[src/rtl/tmr_host_pkg.sv]
package tmr_host_pkg;
  localparam int NUM_CH = 3;
  localparam int ADDR_W = 2;
  localparam logic [ADDR_W-1:0] CTRL_ADDR = 2'd3;

  typedef enum logic [1:0] {
    FMT_NONE = 2'b00,
    FMT_LSB  = 2'b01,
    FMT_MSB  = 2'b10,
    FMT_BOTH = 2'b11
  } acc_fmt_e;

  typedef struct packed {
    logic [2:0] mode;
    logic       bcd;
    acc_fmt_e   fmt;
  } ch_cfg_t;

  // modes 6 and 7 alias onto 2 and 3
  function automatic logic [2:0] fold_mode(input logic [2:0] m);
    return (m[2] && m[1]) ? {1'b0, m[1:0]} : m;
  endfunction

  function automatic ch_cfg_t cw_to_cfg(input logic [7:0] cw);
    ch_cfg_t c;
    c.mode = fold_mode(cw[3:1]);
    c.bcd  = cw[0];
    c.fmt  = acc_fmt_e'(cw[5:4]);
    return c;
  endfunction

  function automatic logic cw_usable(input logic [7:0] cw);
    return (cw[7:6] != 2'b11) && (cw[5:4] != 2'b00);
  endfunction
endpackage

[src/rtl/tmr_cw_decode.sv]
module tmr_cw_decode
  import tmr_host_pkg::*;
#(
  parameter int DATA_W = 8
) (
  input  logic              cw_wr,
  input  logic [DATA_W-1:0] cw_data,
  output logic [NUM_CH-1:0] cw_hit,
  output ch_cfg_t           cw_cfg
);
  logic [7:0] cw_byte;
  logic       usable;

  assign cw_byte = cw_data[7:0];
  assign usable  = cw_usable(cw_byte);
  assign cw_cfg  = cw_to_cfg(cw_byte);

  always_comb begin
    for (int i = 0; i < NUM_CH; i++) begin
      cw_hit[i] = cw_wr && usable && (cw_byte[7:6] == i[1:0]);
    end
  end
endmodule

[src/rtl/tmr_chan_regs.sv]
module tmr_chan_regs
  import tmr_host_pkg::*;
#(
  parameter int DATA_W = 8,
  localparam int CNT_W = 2 * DATA_W
) (
  input  logic              clk,
  input  logic              rst_n,
  input  logic              cw_hit,
  input  ch_cfg_t           cw_cfg,
  input  logic              wr_hit,
  input  logic              rd_hit,
  input  logic [DATA_W-1:0] wdata,
  input  logic [CNT_W-1:0]  cnt_in,
  output ch_cfg_t           cfg,
  output logic              cw_stb,
  output logic              load,
  output logic [CNT_W-1:0]  value,
  output logic [DATA_W-1:0] rbyte,
  output logic              wr_second
);
  ch_cfg_t           cfg_q;
  logic              wr_tog_q;
  logic              rd_tog_q;
  logic [DATA_W-1:0] lo_q;
  logic [CNT_W-1:0]  value_q;
  logic              load_q;
  logic              cw_stb_q;

  function automatic logic [CNT_W-1:0] join_bytes(input logic [DATA_W-1:0] hi,
                                                  input logic [DATA_W-1:0] lo);
    return {hi, lo};
  endfunction

  always_ff @(posedge clk) begin
    if (!rst_n) begin
      cfg_q    <= '0;
      wr_tog_q <= 1'b0;
      rd_tog_q <= 1'b0;
      lo_q     <= '0;
      value_q  <= '0;
      load_q   <= 1'b0;
      cw_stb_q <= 1'b0;
    end else begin
      load_q   <= 1'b0;
      cw_stb_q <= cw_hit;
      if (cw_hit) begin
        cfg_q    <= cw_cfg;
        wr_tog_q <= 1'b0;
        rd_tog_q <= 1'b0;
      end else begin
        if (wr_hit) begin
          case (cfg_q.fmt)
            FMT_LSB: begin
              value_q <= join_bytes('0, wdata);
              load_q  <= 1'b1;
            end
            FMT_MSB: begin
              value_q <= join_bytes(wdata, '0);
              load_q  <= 1'b1;
            end
            FMT_BOTH: begin
              if (!wr_tog_q) begin
                lo_q     <= wdata;
                wr_tog_q <= 1'b1;
              end else begin
                value_q  <= join_bytes(wdata, lo_q);
                load_q   <= 1'b1;
                wr_tog_q <= 1'b0;
              end
            end
            default: ;
          endcase
        end
        if (rd_hit && (cfg_q.fmt == FMT_BOTH)) rd_tog_q <= ~rd_tog_q;
      end
    end
  end

  always_comb begin
    case (cfg_q.fmt)
      FMT_LSB:  rbyte = cnt_in[DATA_W-1:0];
      FMT_MSB:  rbyte = cnt_in[CNT_W-1:DATA_W];
      FMT_BOTH: rbyte = rd_tog_q ? cnt_in[CNT_W-1:DATA_W] : cnt_in[DATA_W-1:0];
      default:  rbyte = '0;
    endcase
  end

  assign cfg       = cfg_q;
  assign cw_stb    = cw_stb_q;
  assign load      = load_q;
  assign value     = value_q;
  assign wr_second = wr_tog_q;
endmodule

[src/rtl/tmr_rd_port.sv]
module tmr_rd_port
  import tmr_host_pkg::*;
#(
  parameter int DATA_W = 8
) (
  input  logic                     clk,
  input  logic                     rst_n,
  input  logic                     rd_ev,
  input  logic [ADDR_W-1:0]        addr,
  input  logic [NUM_CH*DATA_W-1:0] rbytes,
  output logic [DATA_W-1:0]        rdata
);
  logic [DATA_W-1:0] sel_byte;

  always_comb begin
    sel_byte = '0;
    for (int i = 0; i < NUM_CH; i++) begin
      if (addr == i[ADDR_W-1:0]) sel_byte = rbytes[i*DATA_W +: DATA_W];
    end
  end

  always_ff @(posedge clk) begin
    if (!rst_n)     rdata <= '0;
    else if (rd_ev) rdata <= sel_byte;
  end
endmodule

[src/rtl/timer_host_if.sv]
module timer_host_if
  import tmr_host_pkg::*;
#(
  parameter int DATA_W = 8,
  localparam int CNT_W = 2 * DATA_W
) (
  input  logic                     clk,
  input  logic                     rst_n,
  input  logic                     bus_cs,
  input  logic                     bus_wr,
  input  logic                     bus_rd,
  input  logic [ADDR_W-1:0]        bus_addr,
  input  logic [DATA_W-1:0]        bus_wdata,
  output logic [DATA_W-1:0]        bus_rdata,
  output logic [NUM_CH-1:0]        ch_cw_stb,
  output logic [NUM_CH*3-1:0]      ch_mode,
  output logic [NUM_CH-1:0]        ch_bcd,
  output logic [NUM_CH-1:0]        ch_load,
  output logic [NUM_CH*CNT_W-1:0]  ch_value,
  input  logic [NUM_CH*CNT_W-1:0]  ch_count_in
);
  // named internal events, observed by the bound checker
  logic                     wr_ev;
  logic                     rd_ev;
  logic                     cw_wr;
  logic [NUM_CH-1:0]        cw_hit;
  logic [NUM_CH-1:0]        wr_hit;
  logic [NUM_CH-1:0]        rd_hit;
  logic [NUM_CH-1:0]        wr_tog;
  logic [2*NUM_CH-1:0]      ch_fmt;
  logic [NUM_CH*DATA_W-1:0] rbytes;
  ch_cfg_t                  cw_cfg;

  assign wr_ev = bus_cs && bus_wr;
  assign rd_ev = bus_cs && bus_rd;
  assign cw_wr = wr_ev && (bus_addr == CTRL_ADDR);

  tmr_cw_decode #(.DATA_W(DATA_W)) u_dec (
    .cw_wr  (cw_wr),
    .cw_data(bus_wdata),
    .cw_hit (cw_hit),
    .cw_cfg (cw_cfg)
  );

  for (genvar g = 0; g < NUM_CH; g++) begin : g_ch
    ch_cfg_t cfg;

    assign wr_hit[g] = wr_ev && (bus_addr == g[ADDR_W-1:0]);
    assign rd_hit[g] = rd_ev && (bus_addr == g[ADDR_W-1:0]);

    tmr_chan_regs #(.DATA_W(DATA_W)) u_regs (
      .clk      (clk),
      .rst_n    (rst_n),
      .cw_hit   (cw_hit[g]),
      .cw_cfg   (cw_cfg),
      .wr_hit   (wr_hit[g]),
      .rd_hit   (rd_hit[g]),
      .wdata    (bus_wdata),
      .cnt_in   (ch_count_in[g*CNT_W +: CNT_W]),
      .cfg      (cfg),
      .cw_stb   (ch_cw_stb[g]),
      .load     (ch_load[g]),
      .value    (ch_value[g*CNT_W +: CNT_W]),
      .rbyte    (rbytes[g*DATA_W +: DATA_W]),
      .wr_second(wr_tog[g])
    );

    assign ch_mode[g*3 +: 3] = cfg.mode;
    assign ch_bcd[g]         = cfg.bcd;
    assign ch_fmt[g*2 +: 2]  = cfg.fmt;
  end

  tmr_rd_port #(.DATA_W(DATA_W)) u_rd (
    .clk   (clk),
    .rst_n (rst_n),
    .rd_ev (rd_ev),
    .addr  (bus_addr),
    .rbytes(rbytes),
    .rdata (bus_rdata)
  );
endmodule

[config.mk]
export PLATFORM = sky130hd
export DESIGN_NAME = timer_host_if
export DESIGN_NICKNAME = d
export VERILOG_FILES = /design/src/rtl/tmr_host_pkg.sv /design/src/rtl/tmr_cw_decode.sv /design/src/rtl/tmr_chan_regs.sv /design/src/rtl/tmr_rd_port.sv /design/src/rtl/timer_host_if.sv
export SDC_FILE = /design/constraint.sdc
export NUM_CORES = 1
export LEC_CHECK = 0
export ABC_CLOCK_PERIOD_IN_PS = 4050
export BUFFER_PORTS_ARGS = -buffer_cell sky130_fd_sc_hd__buf_2
export CAP_MARGIN = 20
export CORE_ASPECT_RATIO = 1.1
export CORE_MARGIN = 4
export CORE_UTILIZATION = 30
export CTS_CLUSTER_SIZE = 24
export DETAILED_ROUTE_END_ITERATION = 10
export GPL_TIMING_DRIVEN = 0
export SYNTH_ARGS = -nofsm -noshare
export SYNTH_HDL_FRONTEND = slang
export SYNTH_HIERARCHICAL = 1
export SYNTH_SLANG_ARGS = --single-unit
[constraint.sdc]
create_clock -name clk -period 4.05 [get_ports clk]
set_clock_uncertainty 0.2 [all_clocks]
set_input_delay 0.81 -clock clk [delete_from_list [all_inputs] [get_ports clk]]
set_output_delay 0.81 -clock clk [all_outputs]
set_load 0.05 [all_outputs]
Yosys cells after proc, flatten, opt, wreduce, memory -nomap -nowiden
Index checks and enable logic that the tools add are counted.
{ "totals": {"regBits": 110, "latchBits": 0, "ram_bits": 0, "romBits": 0, "in_bits": 63, "out_inout_bits": 74, "elab_cells": 126, "n_memories": 0} }
{ "op_classes": {"add_sub_neg": 0, "mul": 0, "div_mod_pow": 0, "magnitude_cmp": 0, "eq_ne": 18, "shifts": 0, "muxes": 25, "bitwise": 13, "n_reduce_logical": 42} }
{ "ops": {"columns": ["cell", "count"], "rows": [
  ["$pmux W16 S3", 3],
  ["$pmux W8 S3", 3],
  ["$mux W16", 3],
  ["$mux W8", 6],
  ["$reduce_and A4 Y1", 6],
  ["$eq A2 B2 Y1 const B", 9],
  ["$logic_and A1 B1 Y1", 18],
  ["$not A1 Y1", 13],
  ["$reduce_or A2 Y1", 6],
  ["$eq A2 B1 Y1 const B", 5],
  ["$reduce_bool A3 Y1", 3],
  ["$reduce_or A3 Y1", 3],
  ["$mux W1", 6],
  ["$ne A2 B1 Y1 const B", 3],
  ["$pmux W1 S2", 3],
  ["$reduce_and A2 Y1", 3],
  ["$logic_not A2 Y1", 2],
  ["$mux W3", 1],
  ["$ne A2 B2 Y1 const B", 1],
  ["$reduce_bool A2 Y1", 1]
]} }

Logic depth before layout (Yosys ltp)
{ "depth": {"ltp_word": 6, "ltp_mapped": 9, "ltp_nobuf": 8} }

Hierarchy
The synthesis kept the hierarchy.
{ "by_module_without_submodules": {"columns": ["module", "n_inst", "cells_per_inst", "area_per_inst_um2", "seq_area_each_um2"], "rows": [
  ["tmr_chan_regs at g_ch[0].u_regs", 1, 188, 1730.4, 680.7],
  ["tmr_chan_regs at g_ch[1].u_regs", 1, 186, 1729.2, 680.7],
  ["tmr_chan_regs at g_ch[2].u_regs", 1, 187, 1725.4, 680.7],
  ["tmr_rd_port", 1, 52, 437.9, 160.2],
  ["timer_host_if", 1, 8, 86.3, 0.0],
  ["tmr_cw_decode", 1, 10, 82.6, 0.0]
]} }

Worst setup path before layout
Ideal clock, no wire load.
{ "synth_path": {"path_kind": "input port to flip-flop", "startpoint": "input port bus_addr[1]", "endpoint": "register g_ch[0].u_regs.lo_q[0]", "setup_ns": 0.116, "t_arrival_ns": 2.065, "required_ns": 3.734, "setup_slack_ns": 1.669, "stages": 8, "n_path_buf": 2, "path_cell_list": "and4_2 o21ai_2 nor3_1 buf_6 and4bb_2 buf_4 mux2i_1 nor2b_1"} }
{ "synth_via": {"elab_chain_len": 6, "word_cells_on_any_way": 8, "cone_classes": "eq/ne (1); bitwise (1); reduce/logical (6)"} }
{ "synth_rtl": {"columns": ["element", "line_no", "source"], "rows": [
  ["start, declared", "timer_host_if.sv:12", "input logic [ADDR_W-1:0] bus_addr,"],
  ["$eq A2 B2 Y1", "timer_host_if.sv:36", "assign cw_wr = wr_ev && (bus_addr == CTRL_ADDR);"],
  ["$logic_and A1 B1 Y1", "timer_host_if.sv:36", null],
  ["$logic_and A1 B1 Y1 (2 in series)", "tmr_cw_decode.sv:20", "cw_hit[i] = cw_wr && usable && (cw_byte[7:6] == i[1:0]);"],
  ["via cw_hit[0]", "timer_host_if.sv:26", "logic [NUM_CH-1:0] cw_hit;"],
  ["$not A1 Y1 (no source line)", null, null],
  ["$reduce_and A4 Y1 (no source line)", null, null],
  ["end signal, assigned", "tmr_chan_regs.sv:64", "lo_q <= wdata;"],
  ["end, declared", "tmr_chan_regs.sv:25", "logic [DATA_W-1:0] lo_q;"]
]} }
The timed path passes the listed nets, and every way through them passes these cells.
A chain may end at the register's enable or synchronous reset.

Worst setup path in the final report
{ "layout_path": {"startpoint": "input port bus_addr[1]", "endpoint": "register g_ch[0].u_regs.value_q[4]"} }
{ "layout_via": {"elab_chain_len": 6, "word_cells_on_any_way": 8, "cone_classes": "eq/ne (1); bitwise (1); reduce/logical (6)"} }
{ "layout_rtl": {"columns": ["element", "line_no", "source"], "rows": [
  ["$eq A2 B2 Y1", "timer_host_if.sv:36", null],
  ["$logic_and A1 B1 Y1", "timer_host_if.sv:36", null],
  ["via cw_wr", "timer_host_if.sv:25", "logic cw_wr;"],
  ["$logic_and A1 B1 Y1 (2 in series)", "tmr_cw_decode.sv:20", null],
  ["via cw_hit[0]", "timer_host_if.sv:26", null],
  ["$not A1 Y1 (no source line)", null, null],
  ["$reduce_and A4 Y1 (no source line)", null, null],
  ["end signal, assigned", "tmr_chan_regs.sv:55", "value_q <= join_bytes('0, wdata);"],
  ["end signal, assigned", "tmr_chan_regs.sv:59", "value_q <= join_bytes(wdata, '0);"],
  ["end signal, assigned", "tmr_chan_regs.sv:67", "value_q <= join_bytes(wdata, lo_q);"],
  ["end, declared", "tmr_chan_regs.sv:26", "logic [CNT_W-1:0] value_q;"]
]} }
The timed path passes the listed nets, and every way through them passes these cells.

==> results.cfg <==
[status]
outcome = finished clean

[timing]
finalMaxSlewViolations = 0
holdWs_ns = 0.269
maxClockFrequency_ghz = 0.395
setup_viol = 0
maxSlewHeadroom = 0.637
totalNegativeSetupSlack_ns = 0
grt_setup_unrepaired = false
worstMarginPinSlew_ns = 0.545
min_period_over_period = 0.625
hold_viol = 0
min_period_ns = 2.53

[setup_path]
rr_worst_depth = 8
critPathKind = primary input to flop
reg2reg_to = u_rd/rdata[4]$_SDFFE_PN0P_
critical_path_peak_fanout = 16
r2r_setup_slack_ns = 1.69
crit_required_ns = 4.13
setup.worst_path.end_class = flop
cp_data_arrival_time_ns = 2.61
worstSetupStartpointType = primary input
reg2reg_from = g_ch[1].u_regs/cfg[0]$_SDFFE_PN0P_

[die]
pin_count = 137
rows = 53
die_area_um2 = 21600
start_util = 0.304
core_um2 = 19000
die_h_um = 154
die_w_um = 140

[power_and_ir_drop]
power_density_nw_per_um2 = 305
switching_share = 0.244
internal_power_uw = 1630
ir_drop_mv = 0.208
p_leak_uw = 0.00292
p_comb_frac = 0.077
power_frac_clock = 0.420
p_seq_frac = 0.504
switchingPower_uw = 528

[clocking]
cts_made_buffers = 9
worstSkewPairLatency_ns = 0.35
cts_tree = done
ctsHoldBuffers = 0
htreeDepth = 3
cts_sinks = 110
path_clk_slew_ns = 0.08
clockRootBuffer = clkbuf_16
clock_path_buffers = 2
post_cts_buffers = 0
cts_resized = 0

[layout]
layout_common_cells = buf_2 (142), dfxtp_1 (110), nand2_1 (61), o21ai_0 (53)
drive_above_1_share = 0.259
syn_to_final_growth_pct = 22.3
ff_latch_area_um2 = 2200
layout_commonest_cell = buf_2
fillers = 1940
multiInputGateArea_um2 = 3240
final_nets = 859
finalNonFillerCells = 1031

[grt]
grt_start_max_net_pins = 24
track_usage = 0.154
first_global_vias = 4853
overflow = 0
antenna_found_initial = 1
grt_pass1_wl_um = 26700

[synth]
synth_nets = 712
seq_area_frac_synth = 0.380
avgSynthCellArea_um2 = 9.18
synthCells = 631
yosys_warnings = 6
synth_edf_count = 0
yosysUniqueCellTypes = 41
async_flop_share = 0
syn_area_um2 = 5790
ys.flop_type = dfxtp_1
yosys_register_bits = 110

[min_path]
min_to = g_ch[0].u_regs/value[13]$_SDFFE_PN0P_
min_path_cells = 2
worstHoldStart = g_ch[0].u_regs/value[13]$_SDFFE_PN0P_
min_path_type = flop to flop

[placed_design]
numPortBuffers = 136
post-dp-hpwl_um = 12500
dp_cells = 1014
place.gp.congestion = 0.783

[route]
drc = 0
routed_wl_um = 17100
routedWlPerCell_um = 16.5
met1_length_um = 8110
top_layer_used = met5
vias_per_cell = 4.97
vias = 5119
wl_met3_um = 1090
drt-initial-drc-count = 333
routed-wl-met2_um = 7510
first_pass_iters = 5
ant_nets = 0

[flow_run]
cap_viol_max_count = 0
## how the worst max path moves through the flow
| stage | from | end |
|---|---|---|
| 2_1_floorplan | bus_addr[1] | g_ch[0].u_regs/lo_q[0]$_SDFFE_PN0P_ |
| 3_3_place_gp | bus_addr[1] | g_ch[0].u_regs/value[4]$_SDFFE_PN0P_ |
| 3_5_place_dp | bus_addr[1] | g_ch[0].u_regs/value[4]$_SDFFE_PN0P_ |
| 4_1_cts | bus_addr[1] | g_ch[0].u_regs/value[4]$_SDFFE_PN0P_ |
| 5_1_grt | bus_addr[1] | g_ch[0].u_regs/value[4]$_SDFFE_PN0P_ |
| 6_report | bus_addr[1] | g_ch[0].u_regs/value[4]$_SDFFE_PN0P_ |
## cell usage after synthesis (2+ instances only)
master / count / area [um2]
or2_1: 8 / 50.1
buf_1: 3 / 11.3
clkbuf_1: 23 / 86.3
nor3b_2: 2 / 25.0
a31oi_1: 32 / 200
buf_2: 6 / 30.0
nor2b_1: 52 / 325
nor2_8: 3 / 60.1
o211ai_1: 24 / 180
nand2_1: 61 / 229
xor2_1: 6 / 52.6
nand3_2: 2 / 20.0
a41o_1: 22 / 220
and4bb_2: 5 / 62.6
ha_1: 18 / 225
inv_1: 6 / 22.5
buf_6: 11 / 124
and4b_2: 3 / 33.8
or2_2: 3 / 18.8
o21ai_0: 53 / 265
o21ai_1: 2 / 10.0
a21oi_1: 48 / 240
and2_1: 3 / 18.8
or3b_1: 3 / 26.3
a21o_1: 7 / 52.6
dfxtp_1: 110 / 2200
buf_4: 10 / 75.1
nor2_1: 7 / 26.3
nor3b_4: 3 / 56.3
nand3_1: 3 / 15.0
nand2b_1: 6 / 37.5
nor4b_1: 3 / 26.3
nor3b_1: 24 / 180
mux2i_1: 52 / 521
## metrics by stage
step	worst slack (ns)	util	total power, uW	cell area [um2]
final	1.52	0.372	2160	7080
after global routing	1.36	0.372	2250	7080
after CTS	1.53	0.372	2200	7080
after detailed placement	1.16	0.356	1280	6780
after global placement	1.16	0.356	1280	6780
after floorplan	1.67	-	1200	5790
## state kept, by name, indices dropped and copies added (netlist names)
name / count
g_ch.u_regs/rd_tog_q: 3
g_ch.u_regs/cfg: 18
g_ch.u_regs/lo_q: 24
g_ch.u_regs/cw_stb: 3
g_ch.u_regs/load: 3
g_ch.u_regs/wr_second: 3
u_rd/rdata: 8
g_ch.u_regs/value: 48
## logic make-up after synthesis
group | share of synthesized area
flip-flops | 0.380
XOR/XNOR | 0.00907
AO/OA/AOI/OAI | 0.205
AND/OR/NAND/NOR | 0.215
buffers and inverters | 0.0603
adder cells (fa/ha/maj) | 0.0389
multiplexers | 0.0918
## final cells by class
class | count | share of cell area
Sequential cell | 110 | 0.311
Inverter | 6 | 0.00318
Clock inverter | 6 | 0.00972
Tap cell | 247 | 0.0436
Multi-Input combinational cell | 462 | 0.458
Antenna cell | 1 | 0.000353
Timing Repair Buffer | 136 | 0.0961
Clock buffer | 10 | 0.0323
Buffer | 53 | 0.0461
## per-layer routing
layer	up-vias	global-route usage
met5	-	0
met4	2	0.0554
met3	24	0.0386
met2	143	0.230
met1	2362	0.215
li1	2588	-
## power groups by stage
stage | sequential (uW) | combinational [uW] | clock [uW]
2_1_floorplan | 1130 | 67.6 | 0
3_3_place_gp | 1110 | 166 | 0
3_5_place_dp | 1110 | 167 | 0
4_1_cts | 1090 | 167 | 943
5_1_grt | 1090 | 179 | 983
6_report | 1090 | 166 | 908
## worst max-delay path, cell delays in order
cell and delay, ns:
buf_2 0.17, and4_2 0.27, o21ai_2 0.11, nor3_1 0.11
buf_6 0.18, nor3b_4 0.40, nand3_1 0.31, o21ai_0 0.24
(Power assumes the default switching activity.)
